[src/rtl/hctl_pkg.sv]
package hctl_pkg;
   localparam int QSZ_W = 12;

   // register byte offsets
   localparam int OFF_CAP_LO = 'h00;
   localparam int OFF_CAP_HI = 'h04;
   localparam int OFF_VER    = 'h08;
   localparam int OFF_MSET   = 'h0C;
   localparam int OFF_MCLR   = 'h10;
   localparam int OFF_CFG    = 'h14;
   localparam int OFF_STAT   = 'h1C;
   localparam int OFF_QSIZE  = 'h24;
   localparam int OFF_SUB_LO = 'h28;
   localparam int OFF_SUB_HI = 'h2C;
   localparam int OFF_CMP_LO = 'h30;
   localparam int OFF_CMP_HI = 'h34;

   // configuration word fields
   localparam int CFG_EN      = 0;
   localparam int CFG_PG_LSB  = 7;
   localparam int CFG_SHN_LSB = 14;
   localparam int CFG_SQ_LSB  = 16;
   localparam int CFG_CQ_LSB  = 20;

   // status word fields
   localparam int ST_RDY     = 0;
   localparam int ST_FATAL   = 1;
   localparam int ST_SHN_LSB = 2;

   localparam logic [31:0] VERSION_WORD = 32'h0001_0100;

   function automatic logic [63:0] mk_cap(input logic [15:0] max_ent,
                                          input logic [7:0]  tmo,
                                          input logic [3:0]  pg_min,
                                          input logic [3:0]  pg_max);
      logic [63:0] c;
      c        = '0;
      c[15:0]  = max_ent;
      c[16]    = 1'b1;
      c[31:24] = tmo;
      c[44:37] = 8'h01;
      c[51:48] = pg_min;
      c[55:52] = pg_max;
      return c;
   endfunction
endpackage

[src/rtl/hctl_check.sv]
module hctl_check #(
   parameter int PG_MIN  = 0,
   parameter int PG_MAX  = 4,
   parameter int SQ_MIN  = 6,
   parameter int SQ_MAX  = 6,
   parameter int CQ_MIN  = 4,
   parameter int CQ_MAX  = 4,
   parameter int QSZ_W   = 12
) (
   input  logic [3:0]       pg_exp,
   input  logic [3:0]       sq_exp,
   input  logic [3:0]       cq_exp,
   input  logic [QSZ_W-1:0] sub_qsz,
   input  logic [QSZ_W-1:0] cmp_qsz,
   input  logic [63:0]      sub_base,
   input  logic [63:0]      cmp_base,
   output logic             cfg_ok
);
   logic [63:0] pg_mask;
   logic        pg_in, sq_in, cq_in, bases_ok, sizes_ok;

   always_comb begin
      pg_mask  = (64'd1 << (6'd12 + {2'b00, pg_exp})) - 64'd1;
      pg_in    = (int'(pg_exp) >= PG_MIN) && (int'(pg_exp) <= PG_MAX);
      sq_in    = (int'(sq_exp) >= SQ_MIN) && (int'(sq_exp) <= SQ_MAX);
      cq_in    = (int'(cq_exp) >= CQ_MIN) && (int'(cq_exp) <= CQ_MAX);
      bases_ok = (sub_base != '0) && (cmp_base != '0) &&
                 ((sub_base & pg_mask) == '0) && ((cmp_base & pg_mask) == '0);
      sizes_ok = (sub_qsz != '0) && (cmp_qsz != '0);
      cfg_ok   = pg_in && sq_in && cq_in && bases_ok && sizes_ok;
   end
endmodule

[src/rtl/hctl_rdmux.sv]
module hctl_rdmux #(
   parameter int          ADDR_W   = 8,
   parameter logic [63:0] CAP_WORD = '0
) (
   input  logic [ADDR_W-1:0] addr,
   input  logic [31:0]       mask,
   input  logic [31:0]       cfg,
   input  logic [31:0]       stat,
   input  logic [31:0]       qsize,
   input  logic [63:0]       sub_base,
   input  logic [63:0]       cmp_base,
   output logic [31:0]       rdata
);
   import hctl_pkg::*;

   always_comb begin
      rdata = '0;
      case (int'(addr))
         OFF_CAP_LO: rdata = CAP_WORD[31:0];
         OFF_CAP_HI: rdata = CAP_WORD[63:32];
         OFF_VER:    rdata = VERSION_WORD;
         OFF_MSET:   rdata = mask;
         OFF_MCLR:   rdata = mask;
         OFF_CFG:    rdata = cfg;
         OFF_STAT:   rdata = stat;
         OFF_QSIZE:  rdata = qsize;
         OFF_SUB_LO: rdata = sub_base[31:0];
         OFF_SUB_HI: rdata = sub_base[63:32];
         OFF_CMP_LO: rdata = cmp_base[31:0];
         OFF_CMP_HI: rdata = cmp_base[63:32];
         default:    rdata = '0;
      endcase
   end
endmodule

[src/rtl/hctl_regs.sv]
module hctl_regs #(
   parameter int          ADDR_W  = 8,
   parameter int          PG_MIN  = 0,
   parameter int          PG_MAX  = 4,
   parameter int          SQ_MIN  = 6,
   parameter int          SQ_MAX  = 6,
   parameter int          CQ_MIN  = 4,
   parameter int          CQ_MAX  = 4,
   parameter logic [15:0] MAX_ENT = 16'h07FF,
   parameter logic [7:0]  TMO     = 8'h0F,
   parameter bit          RD_FLOP = 1'b0
) (
   input  logic                      clk,
   input  logic                      rst_n,
   input  logic                      bus_valid,
   input  logic                      bus_write,
   input  logic [ADDR_W-1:0]         bus_addr,
   input  logic [31:0]               bus_wdata,
   output logic [31:0]               bus_rdata,
   output logic [31:0]               irq_mask,
   output logic                      ready,
   output logic                      admin_start,
   output logic                      ctl_reset,
   output logic [4:0]                page_shift,
   output logic [15:0]               sub_entry_bytes,
   output logic [15:0]               cmp_entry_bytes,
   output logic [hctl_pkg::QSZ_W:0]  sub_depth,
   output logic [hctl_pkg::QSZ_W:0]  cmp_depth,
   output logic [63:0]               sub_base_o,
   output logic [63:0]               cmp_base_o
);
   import hctl_pkg::*;

   localparam logic [63:0] CAP_WORD =
      mk_cap(MAX_ENT, TMO, 4'(PG_MIN), 4'(PG_MAX));

   initial begin
      if (ADDR_W < 6) $error("hctl_regs: ADDR_W too small for the map");
      if (PG_MIN > PG_MAX || PG_MAX > 15) $error("hctl_regs: bad page range");
      if (SQ_MIN > SQ_MAX || SQ_MAX > 15) $error("hctl_regs: bad sq range");
      if (CQ_MIN > CQ_MAX || CQ_MAX > 15) $error("hctl_regs: bad cq range");
   end

   logic [31:0] mask_q, cfg_q, stat_q, stat_n, qsize_q;
   logic [63:0] sub_q, cmp_q;
   logic        wr, cfg_wr, en_rise, en_fall, shn_rise, shn_fall, cfg_ok;
   logic [31:0] rd_mux;

   function automatic logic hit(input logic [ADDR_W-1:0] a, input int off);
      return a == ADDR_W'(off);
   endfunction

   assign wr       = bus_valid && bus_write;
   assign cfg_wr   = wr && hit(bus_addr, OFF_CFG);
   assign en_rise  = cfg_wr &&  bus_wdata[CFG_EN] && !cfg_q[CFG_EN];
   assign en_fall  = cfg_wr && !bus_wdata[CFG_EN] &&  cfg_q[CFG_EN];
   assign shn_rise = cfg_wr && (bus_wdata[CFG_SHN_LSB+:2] != 2'b00) &&
                     (cfg_q[CFG_SHN_LSB+:2] == 2'b00);
   assign shn_fall = cfg_wr && (bus_wdata[CFG_SHN_LSB+:2] == 2'b00) &&
                     (cfg_q[CFG_SHN_LSB+:2] != 2'b00);

   hctl_check #(
      .PG_MIN(PG_MIN), .PG_MAX(PG_MAX), .SQ_MIN(SQ_MIN), .SQ_MAX(SQ_MAX),
      .CQ_MIN(CQ_MIN), .CQ_MAX(CQ_MAX), .QSZ_W(QSZ_W)
   ) u_check (
      .pg_exp  (bus_wdata[CFG_PG_LSB+:4]),
      .sq_exp  (bus_wdata[CFG_SQ_LSB+:4]),
      .cq_exp  (bus_wdata[CFG_CQ_LSB+:4]),
      .sub_qsz (qsize_q[QSZ_W-1:0]),
      .cmp_qsz (qsize_q[16+:QSZ_W]),
      .sub_base(sub_q),
      .cmp_base(cmp_q),
      .cfg_ok  (cfg_ok)
   );

   always_comb begin
      stat_n = stat_q;
      if (en_rise)      stat_n = cfg_ok ? 32'h1 : 32'h2;
      else if (en_fall) stat_n[ST_RDY] = 1'b0;
      if (shn_rise)      stat_n[ST_SHN_LSB+:2] = 2'b10;
      else if (shn_fall) stat_n[ST_SHN_LSB+:2] = 2'b00;
   end

   always_ff @(posedge clk or negedge rst_n) begin
      if (!rst_n) begin
         mask_q  <= '0;
         cfg_q   <= '0;
         stat_q  <= '0;
         qsize_q <= '0;
         sub_q   <= '0;
         cmp_q   <= '0;
      end else begin
         stat_q <= stat_n;
         if (wr) begin
            if (hit(bus_addr, OFF_MSET))   mask_q        <= mask_q | bus_wdata;
            if (hit(bus_addr, OFF_MCLR))   mask_q        <= mask_q & ~bus_wdata;
            if (hit(bus_addr, OFF_CFG))    cfg_q         <= bus_wdata;
            if (hit(bus_addr, OFF_QSIZE))  qsize_q       <= bus_wdata;
            if (hit(bus_addr, OFF_SUB_LO)) sub_q[31:0]   <= bus_wdata;
            if (hit(bus_addr, OFF_SUB_HI)) sub_q[63:32]  <= bus_wdata;
            if (hit(bus_addr, OFF_CMP_LO)) cmp_q[31:0]   <= bus_wdata;
            if (hit(bus_addr, OFF_CMP_HI)) cmp_q[63:32]  <= bus_wdata;
         end
      end
   end

   // pulses and values latched at a good enable
   always_ff @(posedge clk or negedge rst_n) begin
      if (!rst_n) begin
         admin_start     <= 1'b0;
         ctl_reset       <= 1'b0;
         page_shift      <= '0;
         sub_entry_bytes <= '0;
         cmp_entry_bytes <= '0;
         sub_depth       <= '0;
         cmp_depth       <= '0;
      end else begin
         admin_start <= en_rise && cfg_ok;
         ctl_reset   <= en_fall;
         if (en_rise && cfg_ok) begin
            page_shift      <= 5'd12 + {1'b0, bus_wdata[CFG_PG_LSB+:4]};
            sub_entry_bytes <= 16'd1 << bus_wdata[CFG_SQ_LSB+:4];
            cmp_entry_bytes <= 16'd1 << bus_wdata[CFG_CQ_LSB+:4];
            sub_depth       <= {1'b0, qsize_q[QSZ_W-1:0]} + 1'b1;
            cmp_depth       <= {1'b0, qsize_q[16+:QSZ_W]} + 1'b1;
         end
      end
   end

   hctl_rdmux #(.ADDR_W(ADDR_W), .CAP_WORD(CAP_WORD)) u_rdmux (
      .addr    (bus_addr),
      .mask    (mask_q),
      .cfg     (cfg_q),
      .stat    (stat_q),
      .qsize   (qsize_q),
      .sub_base(sub_q),
      .cmp_base(cmp_q),
      .rdata   (rd_mux)
   );

   generate
      if (RD_FLOP) begin : g_rd_flop
         always_ff @(posedge clk or negedge rst_n) begin
            if (!rst_n)                       bus_rdata <= '0;
            else if (bus_valid && !bus_write) bus_rdata <= rd_mux;
         end
      end else begin : g_rd_comb
         assign bus_rdata = (bus_valid && !bus_write) ? rd_mux : '0;
      end
   endgenerate

   assign irq_mask   = mask_q;
   assign ready      = stat_q[ST_RDY];
   assign sub_base_o = sub_q;
   assign cmp_base_o = cmp_q;
endmodule

[config.mk]
export PLATFORM = sky130hd
export DESIGN_NAME = hctl_regs
export DESIGN_NICKNAME = d
export VERILOG_FILES = /design/src/rtl/hctl_pkg.sv /design/src/rtl/hctl_check.sv /design/src/rtl/hctl_rdmux.sv /design/src/rtl/hctl_regs.sv
export SDC_FILE = /design/constraint.sdc
export NUM_CORES = 1
export LEC_CHECK = 0
export BUFFER_PORTS_ARGS = -buffer_cell sky130_fd_sc_hd__buf_2
export CORE_ASPECT_RATIO = 2
export CORE_MARGIN = 4
export CORE_UTILIZATION = 51
export CTS_CLUSTER_SIZE = 16
export DETAILED_ROUTE_END_ITERATION = 7
export GPL_ROUTABILITY_DRIVEN = 0
export MAX_ROUTING_LAYER = met4
export PLACE_DENSITY = 0.75
export SETUP_SLACK_MARGIN = 0.1
export SYNTH_ARGS = -nofsm -noshare
export SYNTH_HDL_FRONTEND = slang
export SYNTH_SLANG_ARGS = --single-unit
[constraint.sdc]
create_clock -name clk -period 3.9 [get_ports clk]
set_input_delay 0.78 -clock clk [delete_from_list [all_inputs] [get_ports clk]]
set_output_delay 0.78 -clock clk [all_outputs]
set_load 0.005 [all_outputs]
Word-level counts from Yosys, hierarchy flattened --
Index checks and enable logic that the tools add are counted.
Storage, ports and cells: register bits after elaboration 293, input bits 44, word-level logic and storage cells 103
Cells by class: add/sub/neg operators 5, magnitude comparators 5, equality and inequality tests 11, shift-type cells 3, multiplexer cells 10, bitwise operators 5, reductions and logical operators 47
Operator list (number):
- one-hot mux 32 bit (11 select lines) | 1
- bitwise AND 64 bit | 2
- zero test 64 bit | 2
- nonzero test 64 bit | 2
- 2-to-1 mux 32 bit | 3
- << shifter 1 x 6 -> 64 bit, first input constant | 1
- subtractor 64 x 1 -> 64 bit, second input constant | 1
- equality test 8 x 6 -> 1 bit, second input constant | 5
- bitwise AND 32 bit | 1
- NOT 32 bit | 1
- bitwise OR 32 bit | 1
- << shifter 1 x 4 -> 16 bit, first input constant | 2
- adder 12 x 1 -> 13 bit, second input constant | 2
- equality test 8 x 5 -> 1 bit, second input constant | 3
- nonzero test 12 bit | 2
- logical AND 1 bit | 22
- equality test 8 x 4 -> 1 bit, second input constant | 2
- AND reduction 2 bit | 7
- <= comparator 4 x 3 -> 1 bit, second input constant | 3
- adder 4 x 4 -> 5 bit, first input constant | 2
- equality test 8 x 3 -> 1 bit, second input constant | 1
- greater-or-equal comparator 4 x 3 -> 1 bit, second input constant | 2
- zero test 8 bit | 1
- nonzero test 2 bit | 4
- other kinds (7) | 13

Logic depth before layout (Yosys ltp) --
depth in word-level cells 13, gate-level depth with buffers 20, mapped depth without buffers 12

Hierarchy --
Synthesis repeated with hierarchy kept, for this count alone.
Unflattened totals: cell total of the unflattened synthesis 1423, area total of the unflattened synthesis 15486.1 µm²
By module, submodules not included:
- hctl_regs | instances 1, cells an instance 873, area an instance 11713.7 µm², sequential area each 7307.0 µm²
- hctl_rdmux | instances 1, cells an instance 312, area an instance 2247.2 µm², sequential area each 0.0 µm²
- hctl_check | instances 1, cells an instance 238, area an instance 1525.2 µm², sequential area each 0.0 µm²

Least setup slack after synthesis --
OpenSTA, ideal clock, no wires.
path type input-to-reg, from input port bus_wdata[9], to register sub_depth[0] (netlist bit), data arrival time 4263 ps, required time 3775 ps, setup slack -488 ps, cell stages on the path 19, buffers on the path 7, path through buf_2 inv_1 clkbuf_1 ha_1 buf_2 nor2b_1 nand3_1 ha_1 clkbuf_1 clkbuf_1 nand2_1 nor2_1 a211oi_1 nor2_1 a2111oi_0 nand4_1 buf_4 buf_6 mux2_4
Between the ends: cells in the longest elaborated chain, start to end 10
RTL lines:
- start, declared | line hctl_regs.sv:18 | input logic [31:0] bus_wdata,
- adder 4 x 4 -> 5 bit | line hctl_check.sv:23 | pg_mask = (64'd1 << (6'd12 + {2'b00, pg_exp})) - 64'd1;
- << shifter 1 x 6 -> 64 bit | line hctl_check.sv:23
- subtractor 64 x 1 -> 64 bit | line hctl_check.sv:23
- bitwise AND 64 bit | line hctl_check.sv:28 | ((sub_base & pg_mask) == '0) && ((cmp_base & pg_mask) == '0);
- zero test 64 bit | line hctl_check.sv:28
- logical AND 1 bit | line hctl_check.sv:27 | bases_ok = (sub_base != '0) && (cmp_base != '0) &&
- logical AND 1 bit | line hctl_check.sv:28
- logical AND 1 bit (*) (2 in a row) | line hctl_check.sv:30 | cfg_ok = pg_in && sq_in && cq_in && bases_ok && sizes_ok;
- logical AND 1 bit (*) | line hctl_regs.sv:120 | if (en_rise && cfg_ok) begin
- end signal, assigned | line hctl_regs.sv:124 | sub_depth <= {1'b0, qsize_q[QSZ_W-1:0]} + 1'b1;
- end, declared | line hctl_regs.sv:27 | output logic [hctl_pkg::QSZ_W:0] sub_depth,
Every way passes the cells marked *; elsewhere a longest branch is shown, timed or not. A chain may end at the register's enable or synchronous reset.

Worst setup path after layout --
from input port bus_addr[1], to output port bus_rdata[5]
Between the ends: cells in the longest elaborated chain, start to end 4
RTL lines:
- start, declared | line hctl_regs.sv:17 | input logic [ADDR_W-1:0] bus_addr,
- equality test 8 x 4 -> 1 bit / equality test 8 x 5 -> 1 bit (equally long branches) | line hctl_rdmux.sv:18 | case (int'(addr))
- OR reduction 2 bit (no line)
- one-hot mux 32 bit (11 select lines) (*) | line hctl_rdmux.sv:18
- 2-to-1 mux 32 bit (*) | line hctl_regs.sv:148 | assign bus_rdata = (bus_valid && !bus_write) ? rd_mux : '0;
- end, declared | line hctl_regs.sv:19 | output logic [31:0] bus_rdata,
Marks and branches as above.

==> flow_metrics.py <==
metrics = {
    "run_status": {
        "status": "finished, violations left",
        "failed_checks": "DRC",
    },
    "timing": {
        "hold_viol_final": 0,
        "drv_slew": 0,
        "setup_viol": 0,
        "slew_headroom_pct": 13.9,
        "fin_crit_ns": 3.67,
        "fin_crit_sh_pct": 94.1,
        "grt_setup_unrepaired": "false",
        "max_freq_mhz": 272,
        "skew_ns": 0.0253,
        "worstMarginPinSlew_ns": 1.28,
    },
    "power_and_ir_drop": {
        "power_density_mw_per_mm2": 381,
        "power.leakage_uw": 0.00891,
        "vdd_drop_max_mv": 0.378,
    },
    "worst_setup_path": {
        "r2r_cells": 9,
        "crit_type": "primary input to output port",
        "path_cells": "buf_2 > nor3_1 > nand2b_1 > nor2_2 > buf_4 > a22o_1 > a221oi_1 > a31oi_1 > buf_2",
        "crit_required_ns": 3.12,
        "reg2reg_slack_ns": 0.43,
        "critPathMaxStageDelay_ns": 0.41,
        "worst_path_most_repeated_cell": "buf_2",
        "r2r-end": "cmp_depth[0]",
        "endpoint_kind": "output port",
        "crit_fanout": 27,
        "start_kind": "primary input",
        "cp_slowest_cell": "buf_4",
        "crit_arrival_ns": 2.89,
        "reg2reg_from": "sub_base_o[50]",
        "worst-path-buf-inv": 3,
        "critPathTopFamily": "simple AND/OR/NAND/NOR gates",
    },
    "die": {
        "rows": 85,
        "fp.dieH_um": 243,
        "die_w_um": 125,
        "start_util_pct": 52.0,
        "dieArea_mm2": 0.0304,
        "num_io_pins": 302,
        "coreArea_mm2": 0.0270,
    },
    "clocking": {
        "cts_tree": "built",
        "cts_resized": 0,
        "cts.sinks": 292,
        "holdBufCountCts": 0,
        "clk_pin_slew_ns": 0.06,
        "post_cts_buffers": 0,
        "htreeDepth": 1,
        "clock_latency_ns": 0.57,
        "clockBufferDepth": 3,
        "cts_made_buffers": 26,
        "cts_root_buffer": "clkbuf_16",
    },
    "route": {
        "viasPerCell": 6.85,
        "detail-route-antenna-nets": 0,
        "vias": 12900,
        "wl_per_cell_um": 28.7,
        "first_pass_iters": 8,
        "drc": 2,
        "drt_iter0_markers": 1965,
        "drt_wl_total_um": 54000,
    },
    "layout": {
        "syn2layout_area_growth_pct": 22.7,
        "fin_cells": 1880,
        "finalNetCount": 1562,
        "fin_util_pct": 63.8,
        "final_area_mm2": 0.0172,
        "drive_above_1_share_pct": 42.7,
    },
    "placed_design": {
        "dp_cells": 1825,
        "post_dp_cell_area_mm2": 0.0163,
        "place.port_buffers": 301,
        "hpwl_um": 39400,
    },
    "yosys": {
        "synth_edf_count": 0,
        "synth_nets": 1258,
        "synth_area_leaders": "dfrtp_1 (52%), mux2_2 (16%), a222oi_1 (3.1%)",
        "synth_flop_cell": "dfrtp_1",
        "synth.most_common_cell": "dfrtp_1",
        "synth_top_area_share_pct": 52.0,
        "ys_seq_area_share_pct": 52.0,
        "syn_avg_cell_area_um2": 11.7,
        "syn_area_mm2": 0.0140,
        "yosysWarnings": 0,
        "syn_inst": 1201,
        "async_flop_share_pct": 100,
        "yosysUniqueCellTypes": 71,
        "synth_top_cell_by_area": "dfrtp_1",
        "synth_seq_cells": 292,
        "netlist_top_cells_count": "dfrtp_1 (292), mux2_2 (196), clkbuf_1 (72), a31oi_1 (65), a21oi_1 (60)",
    },
    "grt": {
        "gr-usage-all-layers_pct": 35.4,
        "grt_max_degree": 82,
        "grt_pass1_wl_um": 80300,
        "grt_pass1_vias": 12800,
        "grt.overflow.total": 0,
        "grt_antenna_before_repair": 7,
    },
    "worst_hold_path": {
        "min_path_type": "primary input to async pin",
    },
    "flow_run": {
        "cap_violations": 0,
    },
}
[sequential cells by signal, summed over array words and instances (netlist names)]
name             cells
cmp_base_o          64
sub_base_o          64
cfg_q               32
irq_mask            32
qsize_q             32
cmp_entry_bytes     16
sub_entry_bytes     16
cmp_depth           13
sub_depth           13
page_shift           5
stat_q               3
admin_start          1
ctl_reset            1
[cell type report]
cell class / instances / area (um2)
Timing Repair Buffer: 369 / 2130
Tap cell: 348 / 435
Multi-Input combinational cell: 799 / 6360
Inverter: 17 / 63.8
Fill cell: 2221 / 9780
Clock buffer: 33 / 727
Sequential cell: 292 / 7310
Antenna cell: 9 / 22.5
Clock inverter: 13 / 190
[worst max path at each step]
stage | start | endpoint | slack, ns | cells after the start
after detailed placement | bus_wdata[10] | sub_depth[6] | -0.09 | 14
after floorplan | bus_wdata[9] | sub_depth[0] | 0.01 | 16
after CTS | bus_addr[1] | bus_rdata[5] | 0.30 | 9
after global routing | bus_addr[1] | bus_rdata[6] | 0.13 | 8
final | bus_addr[1] | bus_rdata[5] | 0.23 | 9
after global placement | bus_wdata[10] | sub_depth[6] | -0.01 | 14
[routing by layer]
layer  vias to the layer above  wire length (um)  track usage [%]
met5                         -                 0                -
met4                         0              5660             26.9
met3                       376              5620             6.86
met2                      1055             26000             57.2
met1                      6250             16700             38.3
li1                       5205                 -                -
[worst register-to-register path: cells and delay by family (launching register included)]
kind                   cells  cell delay (ns)
multiplexers               1             0.38
AND/OR/NAND/NOR            5             1.87
AO/OA/AOI/OAI              1             0.09
flip-flops                 1             0.49
buffers and inverters      2             0.50
[cell usage in the layout, fill, tap and decap left out, drive strengths merged, types with 11 or more instances in the layout]
cell type  Yosys  layout
buf           20     369
nand4         14      14
and3          13      13
a31oi         65      65
ha            13      13
xnor2         19      19
inv           17      19
nand2         39      39
mux2         212     212
a22oi         34      34
a21oi         60      60
and2          34      34
nor4          39      39
nand3         25      25
nor2          47      47
nor3          11      11
a222oi        43      43
dfrtp        292     292
o21ai         33      33
clkbuf        73      33
[where the power goes]
part	total (uW)	switching (uW)	leakage, uW	internal (uW)
Sequential	3210	112	0.00405	3100
Combinational	571	351	0.00441	220
Clock	2790	1200	0.000451	1590
Total	6570	1660	0.00891	4910
[logic make-up after synthesis]
group | count (synthesis) | synth area share (%)
AO/OA/AOI/OAI | 286 | 14.2
XOR/XNOR | 22 | 1.37
adder cells (fa/ha/maj) | 13 | 1.16
buffers and inverters | 110 | 3.21
flip-flops | 292 | 52.0
multiplexers | 213 | 17.5
AND/OR/NAND/NOR | 265 | 10.5
[per-stage QoR]
stage | hold slack [ns] | setup TNS (ns) | worst slack [ns] | power, uW
floorplan | 0.450 | 0 | 0.0112 | 3480
global placement | 0.444 | -0.116 | -0.0101 | 3800
detailed placement | 0.453 | -2.30 | -0.0883 | 3810
CTS | 0.227 | 0 | 0.304 | 6560
global route | 0.249 | 0 | 0.128 | 6760
finish | 0.204 | 0 | 0.228 | 6570
Note: power is estimated with default switching activity, not from simulation.
